--- src/rtl/strap_seq_pkg.sv ---
package strap_seq_pkg;

  localparam int NUM_DUAL_PINS = 3;
  localparam int PIN_SPREAD    = 0;
  localparam int PIN_FREQSEL   = 1;
  localparam int PIN_HIZ       = 2;

  typedef enum logic [1:0] {
    ST_SETTLE = 2'd0,
    ST_LATCH  = 2'd1,
    ST_RUN    = 2'd2
  } seqState_e;

  typedef struct packed {
    logic latchStb;
  } seqStrobe_t;

endpackage

--- src/rtl/strap_seq_ctrl.sv ---
module strap_seq_ctrl
  import strap_seq_pkg::*;
#(
  parameter int SETTLE_CYCLES    = 32,
  parameter int MAX_START_CYCLES = 42954
) (
  input  logic       clk,
  input  logic       rstN,
  output seqStrobe_t strobe
);

  localparam int CNT_W   = (SETTLE_CYCLES > 1) ? $clog2(SETTLE_CYCLES) : 1;
  localparam int SINCE_W = $clog2(MAX_START_CYCLES + 1);

  seqState_e        state;
  logic [CNT_W-1:0] settleCnt;

  always_ff @(posedge clk or negedge rstN) begin
    if (!rstN) begin
      state     <= ST_SETTLE;
      settleCnt <= '0;
    end else begin
      case (state)
        ST_SETTLE: begin
          if (settleCnt == CNT_W'(SETTLE_CYCLES - 1)) state <= ST_LATCH;
          else settleCnt <= settleCnt + 1'b1;
        end
        ST_LATCH: state <= ST_RUN;
        default:  state <= ST_RUN;
      endcase
    end
  end

  always_comb strobe.latchStb = (state == ST_LATCH);

  // cycles since reset release, saturating; used only by the checks below
  logic [SINCE_W-1:0] sinceRst;
  always_ff @(posedge clk or negedge rstN) begin
    if (!rstN) sinceRst <= '0;
    else if (sinceRst != SINCE_W'(MAX_START_CYCLES)) sinceRst <= sinceRst + 1'b1;
  end

  a_r2_settle_hold: assert property (@(posedge clk) disable iff (!rstN)
    (int'(sinceRst) < SETTLE_CYCLES) |-> (state == ST_SETTLE));

  a_r6_single_latch: assert property (@(posedge clk) disable iff (!rstN)
    strobe.latchStb |=> !strobe.latchStb);

  a_r2_latch_slot: assert property (@(posedge clk) disable iff (!rstN)
    strobe.latchStb |-> (int'(sinceRst) == SETTLE_CYCLES));

  a_r9_startup_bound: assert property (@(posedge clk) disable iff (!rstN)
    (sinceRst == SINCE_W'(MAX_START_CYCLES)) |-> (state == ST_RUN));

endmodule

--- src/rtl/strap_seq_dp.sv ---
module strap_seq_dp
  import strap_seq_pkg::*;
(
  input  logic                     clk,
  input  logic                     rstN,
  input  seqStrobe_t               strobe,
  input  logic [NUM_DUAL_PINS-1:0] strapPins,
  output logic                     spreadEn,
  output logic                     sel24,
  output logic                     hiZMode,
  output logic [NUM_DUAL_PINS-1:0] pinDrive,
  output logic                     outEn
);

  logic spreadQ, selQ, hiZQ, liveQ;

  always_ff @(posedge clk or negedge rstN) begin
    if (!rstN) begin
      spreadQ <= 1'b0;
      selQ    <= 1'b0;
      hiZQ    <= 1'b0;
      liveQ   <= 1'b0;
    end else if (strobe.latchStb) begin
      spreadQ <= strapPins[PIN_SPREAD];
      selQ    <= strapPins[PIN_FREQSEL];
      hiZQ    <= ~strapPins[PIN_HIZ];
      liveQ   <= 1'b1;
    end
  end

  always_comb begin
    spreadEn = spreadQ;
    sel24    = selQ;
    hiZMode  = hiZQ;
    pinDrive = {NUM_DUAL_PINS{liveQ}};
    outEn    = liveQ & ~hiZQ;
  end

  a_r6_enable_together: assert property (@(posedge clk) disable iff (!rstN)
    $rose(|pinDrive) |-> ($past(strobe.latchStb) && (&pinDrive)));

  a_r3_spread_capture: assert property (@(posedge clk) disable iff (!rstN)
    $past(strobe.latchStb) |-> (spreadEn == $past(strapPins[PIN_SPREAD])));

  a_r4_freq_capture: assert property (@(posedge clk) disable iff (!rstN)
    $past(strobe.latchStb) |-> (sel24 == $past(strapPins[PIN_FREQSEL])));

  a_r5_hiz_capture: assert property (@(posedge clk) disable iff (!rstN)
    $past(strobe.latchStb) |-> (hiZMode == !$past(strapPins[PIN_HIZ])));

  a_r7_frozen: assert property (@(posedge clk) disable iff (!rstN)
    ($past(&pinDrive) && !strobe.latchStb) |-> $stable({spreadEn, sel24, hiZMode, outEn, pinDrive}));

  a_r8_hiz_gate: assert property (@(posedge clk) disable iff (!rstN)
    hiZMode |-> (!outEn && (&pinDrive)));

  a_r1_quiet: assert property (@(posedge clk) disable iff (!rstN)
    !(|pinDrive) |-> (!outEn && !spreadEn && !sel24 && !hiZMode));

endmodule

--- src/rtl/strap_seq.sv ---
module strap_seq
  import strap_seq_pkg::*;
#(
  parameter int SETTLE_CYCLES    = 32,
  parameter int MAX_START_CYCLES = 42954
) (
  input  logic       clk,
  input  logic       rstN,
  input  logic [2:0] strapPins,
  output logic       spreadEn,
  output logic       sel24,
  output logic       hiZMode,
  output logic [2:0] pinDrive,
  output logic       outEn
);

  seqStrobe_t strobe;

  strap_seq_ctrl #(
    .SETTLE_CYCLES   (SETTLE_CYCLES),
    .MAX_START_CYCLES(MAX_START_CYCLES)
  ) ctrl_i (
    .clk   (clk),
    .rstN  (rstN),
    .strobe(strobe)
  );

  strap_seq_dp dp_i (
    .clk      (clk),
    .rstN     (rstN),
    .strobe   (strobe),
    .strapPins(strapPins),
    .spreadEn (spreadEn),
    .sel24    (sel24),
    .hiZMode  (hiZMode),
    .pinDrive (pinDrive),
    .outEn    (outEn)
  );

endmodule

--- config.mk ---
export PLATFORM = sky130hd
export DESIGN_NAME = strap_seq
export DESIGN_NICKNAME = d
export VERILOG_FILES = /design/src/rtl/strap_seq_pkg.sv /design/src/rtl/strap_seq_ctrl.sv /design/src/rtl/strap_seq_dp.sv /design/src/rtl/strap_seq.sv
export SDC_FILE = /design/constraint.sdc
export NUM_CORES = 1
export LEC_CHECK = 0
export ABC_CLOCK_PERIOD_IN_PS = 1900
export BUFFER_PORTS_ARGS = -buffer_cell sky130_fd_sc_hd__buf_2
export CAP_MARGIN = 15
export CORE_AREA = 2 2 39 41
export DETAILED_ROUTE_END_ITERATION = 8
export DIE_AREA = 0 0 41 43
export GPL_ROUTABILITY_DRIVEN = 0
export PLACE_DENSITY_LB_ADDON = 0.12
export SETUP_SLACK_MARGIN = 0.1
export SLEW_MARGIN = 20
export SYNTH_ARGS = -nofsm -noshare
export SYNTH_HDL_FRONTEND = slang
export SYNTH_SLANG_ARGS = --single-unit
--- constraint.sdc ---
create_clock -name clk -period 1.9 [get_ports clk]
set_input_delay 0.475 -clock clk [delete_from_list [all_inputs] [get_ports clk]]
set_output_delay 0.475 -clock clk [all_outputs]
set_load 0.02 [all_outputs]
* Word level (Yosys, flattened, before mapping)
Index checks and enable logic that the tools add are counted.
Word-level totals: memory bits (writable) 0, memories 0, register bits 11, bits in read-only memories 0, bits in latches 0
Cells by class: $add $sub $neg 1, bitwise logic cells 4, reductions and logical operators 2, multiplexer cells 2, eq/ne operators 3, multiply operators 0, $lt $le $gt $ge 0, shift operators 0, divide/modulo/power cells 0
Operators by type and width (number):
- adder 5 x 1 -> 5 bit, second input constant | 1
- == test 5 bit, second input constant | 1
- two-way mux 2 bit | 2
- inverter 1 bit | 3
- == test 2 x 1 -> 1 bit, second input constant | 1
- zero test 2 bit | 1
- != test 2 x 1 -> 1 bit, second input constant | 1
- AND reduction 2 bit | 1
- bitwise AND 1 bit | 1

* Logic depth before layout (Yosys ltp)
depth in word-level cells 3, gate-level depth with buffers 6, mapped depth without buffers 6

* Modules after synthesis
Synthesis repeated with hierarchy kept, for this count alone.
Second synthesis, totals: cell total of the unflattened synthesis 35, area total of the unflattened synthesis 470.5 µm²
By module, submodules not included:
- strap_seq_ctrl | instances 1, cells an instance 22, sequential area each 175.2 µm², area an instance 304.0 µm²
- strap_seq_dp | instances 1, cells an instance 13, sequential area each 100.1 µm², area an instance 166.4 µm²

* Worst setup path after synthesis
No wires, ideal clock.
path type register -> register, start point register ctrl_i.settleCnt[0], end point register ctrl_i.settleCnt[1], stages on the path, launching flop included 6, data arrival time 1580 ps, data required time 1775 ps, slack 195 ps, path buffers 0, cells stage by stage dfrtp_1 > ha_1 > and3_1 > ha_1 > nor3_4 > mux2_2
On the way: longest elaborated chain between the ends 3, elaborated cells between the ends (all ways) 4, those cells by class add/sub: 1; eq/ne: 1; bitwise: 1; reduce/logical: 1
Ends and longest elaborated chain:
- start: declaration | RTL line strap_seq_ctrl.sv:16 | logic [CNT_W-1:0] settleCnt;
- start signal: assignment | RTL line strap_seq_ctrl.sv:26 | else settleCnt <= settleCnt + 1'b1;
- parallel branches: the longest is 3 deep, another holds adder 5 x 1 -> 5 bit
Parallel ways; which one is timed is not known. A chain may end at the register's enable or synchronous reset.

* Worst setup path after layout
start point register ctrl_i.settleCnt[0], end point register ctrl_i.settleCnt[4]
Same word-level chain as after synthesis.

==> results.py <==
metrics = {
    "setup_path": {
        "critPathLaunchType": "register",
        "r2r_end": "ctrl_i.settleCnt[4]",
        "cp_num_cells": 5,
        "critPathMostFrequentCell": "ha_2",
        "crit_family": "simple AND/OR/NAND/NOR gates",
        "cpMaxStageDelayCell": "dfrtp_1",
        "criticalPathCategory": "register to register",
        "cp.arrival_ns": 1.82,
        "crit_chain": "ha_2, and3_1, ha_2, nor3_4, mux2_4",
        "r2r_setup_slack_ns": 0.22,
        "crit_fanout": 5,
        "crit-reg2reg-launch": "ctrl_i.settleCnt[0]",
        "setup.worst_path.end_class": "register",
        "path_buf_inv": 0,
        "r2r_cells": 5,
        "worstPathRequired_ns": 2.05,
        "critical-path-max-stage-delay_ns": 0.39,
    },
    "floorplan": {
        "die_h_um": 43,
        "row_count": 14,
        "core_mm2": 0.00138,
        "initial_core_util": 0.338,
        "dieArea_mm2": 0.00176,
        "io_pins": 12,
        "die_w_um": 41,
    },
    "routing": {
        "drt_iter0_markers": 0,
        "ant_nets": 0,
        "dr.pass1.iters": 1,
        "post_drt_via_cell_ratio": 4.58,
        "via_count": 298,
        "wire_per_inst_um": 11.7,
        "drt_wl_total_um": 759,
        "drc_errors": 0,
    },
    "synth": {
        "synth_xor_area_frac": 0.0561,
        "synth_top_area_share": 0.588,
        "synth_adder_area_share": 0.0535,
        "synth_seq_area_share": 0.588,
        "yosysTopAreaCell": "dfrtp_1",
        "synthCells": 35,
        "synth_compound_area_frac": 0.0107,
        "synth_area_um2": 468,
        "ys_types": 16,
        "synth_top_family_by_area": "simple AND/OR/NAND/NOR gates",
        "ys_ff_latch": 11,
        "yosysWarnings": 0,
        "synth-simple-area-share": 0.139,
        "muxShareOfSynthArea": 0.0963,
        "syn_area_per_cell_um2": 13.4,
        "syn-num-nets": 42,
        "synth_area_leaders": "dfrtp_1 (59%), mux2_2 (9.6%), ha_1 (5.3%)",
    },
    "global_routing": {
        "grt_pass1_wl_um": 1180,
        "first_global_vias": 295,
        "overflow": 0,
        "grtUsageTotal": 0.103,
        "grt_antenna_before_repair": 0,
        "grt_max_degree": 12,
    },
    "power_and_ir_drop": {
        "finalPower_mw": 0.413,
        "max-vdd-ir-drop_mv": 0.248,
        "power-per-cell-area_mw_per_mm2": 719,
        "power_leakage_nw": 0.248,
    },
    "sta": {
        "tightest_slew_ns": 0.294,
        "relSlewSlack": 0.803,
        "hold_violations": 0,
        "min_period_over_period": 0.883,
        "fmaxAchievable_ghz": 0.596,
        "setup_viol": 0,
        "skew_ns": 0.00109,
        "slew_viol_final": 0,
        "rsz0062_at_grt": "false",
        "fin_setup_tns_ns": 0,
        "min_period_ns": 1.68,
    },
    "clocking": {
        "holdBufCountCts": 0,
        "clock_sinks": 11,
        "clock_latency_ns": 0.26,
        "cts_tree": "built",
        "clk_pin_slew_ns": 0.07,
        "h-tree-depth": 1,
        "cts_buffer_depth": 2,
        "cts-buffers-inserted": 3,
        "cts_root_buffer": "clkbuf_4",
    },
    "finish": {
        "layout_common_cells": "dfrtp_1 (11), buf_2 (11), clkbuf_4 (3)",
        "area_growth_syn_to_layout_pct": 22.7,
        "drive_above_1_share": 0.490,
        "nets": 57,
        "fin_area_um2": 574,
        "diodes": 0,
    },
    "job": {
        "maxCapViolCount": 0,
    },
    "min_path": {
        "hold_path.class": "input port to async pin",
    },
    "placement": {
        "io_buffers": 11,
        "dpl-instance-area_um2": 520,
    },
    "status": {
        "status": "complete, no violations",
    },
}
[report_power, final]
group | internal, mW | total [mW] | switching (mW)
Sequential | 0.237 | 0.239 | 0.00161
Combinational | 0.00798 | 0.0213 | 0.0133
Clock | 0.0810 | 0.153 | 0.0717
Total | 0.326 | 0.413 | 0.0866
[logic make-up (layout without fill, tap and decap cells)]
kind of cell    count (synthesis)  count (layout)
mux                             4               4
buf+inv                         4              18
xor+xnor                        3               3
fa+ha+maj                       2               2
flops                          11              11
simple gates                   10              10
compound gates                  1               1
[registers in the layout, indices dropped and copies added (netlist names)]
signal,flops
ctrl_i.state,2
dp_i.hiZMode,1
dp_i.spreadEn,1
dp_i.sel24,1
dp_i.liveQ,1
ctrl_i.settleCnt,5
[routing by layer]
| metal | wire, µm | GRT usage | vias to the layer above |
|---|---|---|---|
| met5 | 0 | 0 | - |
| met4 | 0 | 0.0600 | 0 |
| met1 | 291 | 0.108 | 146 |
| met2 | 401 | 0.169 | 12 |
| met3 | 66 | 0.0314 | 0 |
| li1 | - | - | 140 |
[worst max path at each step]
stage                        startpoint                   to  slack (ns)
floorplan           ctrl_i.settleCnt[0]  ctrl_i.settleCnt[1]        0.19
global placement    ctrl_i.settleCnt[0]  ctrl_i.settleCnt[4]        0.13
detailed placement  ctrl_i.settleCnt[0]  ctrl_i.settleCnt[1]        0.09
CTS                 ctrl_i.settleCnt[0]  ctrl_i.settleCnt[4]        0.14
global route        ctrl_i.settleCnt[0]  ctrl_i.settleCnt[3]        0.14
finish              ctrl_i.settleCnt[0]  ctrl_i.settleCnt[4]        0.22
[metrics by stage]
step	std cells	hold WS [ns]	utilization	setup WS [ns]
after floorplan	35	0.179	-	0.195
after global placement	59	0.349	0.376	0.127
after detailed placement	59	0.353	0.376	0.0915
after CTS	63	0.0688	0.395	0.136
after global routing	65	0.0773	0.415	0.139
final	65	0.0656	0.415	0.222
[cell type report]
| cell class | count | area, µm² |
|---|---|---|
| flip-flops and latches | 11 | 275 |
| multi-input cells | 20 | 179 |
| clock buffers | 4 | 26.3 |
| well taps | 16 | 20.0 |
| repair buffers | 13 | 70.1 |
| fillers | 140 | 810 |
| inverters | 1 | 3.75 |
[synthesized netlist by cell type]
library cell / number
and3_1: 1
buf_4: 3
dfrtp_1: 11
ha_1: 2
inv_1: 1
mux2_2: 4
nand2_1: 2
nand2b_1: 2
nand4_1: 1
nor2_1: 1
nor2b_1: 1
nor3_4: 1
o21ai_0: 1
or2_2: 1
xnor2_1: 2
xor2_1: 1
[what timing repair did]
action / in CTS / in global routing
resized for setup: 0 / 4
setup endpoints to repair: 2 / 2
buffers inserted: 0 / 2
pin swaps: 1 / 3
Power figures use the tool's default switching activity.
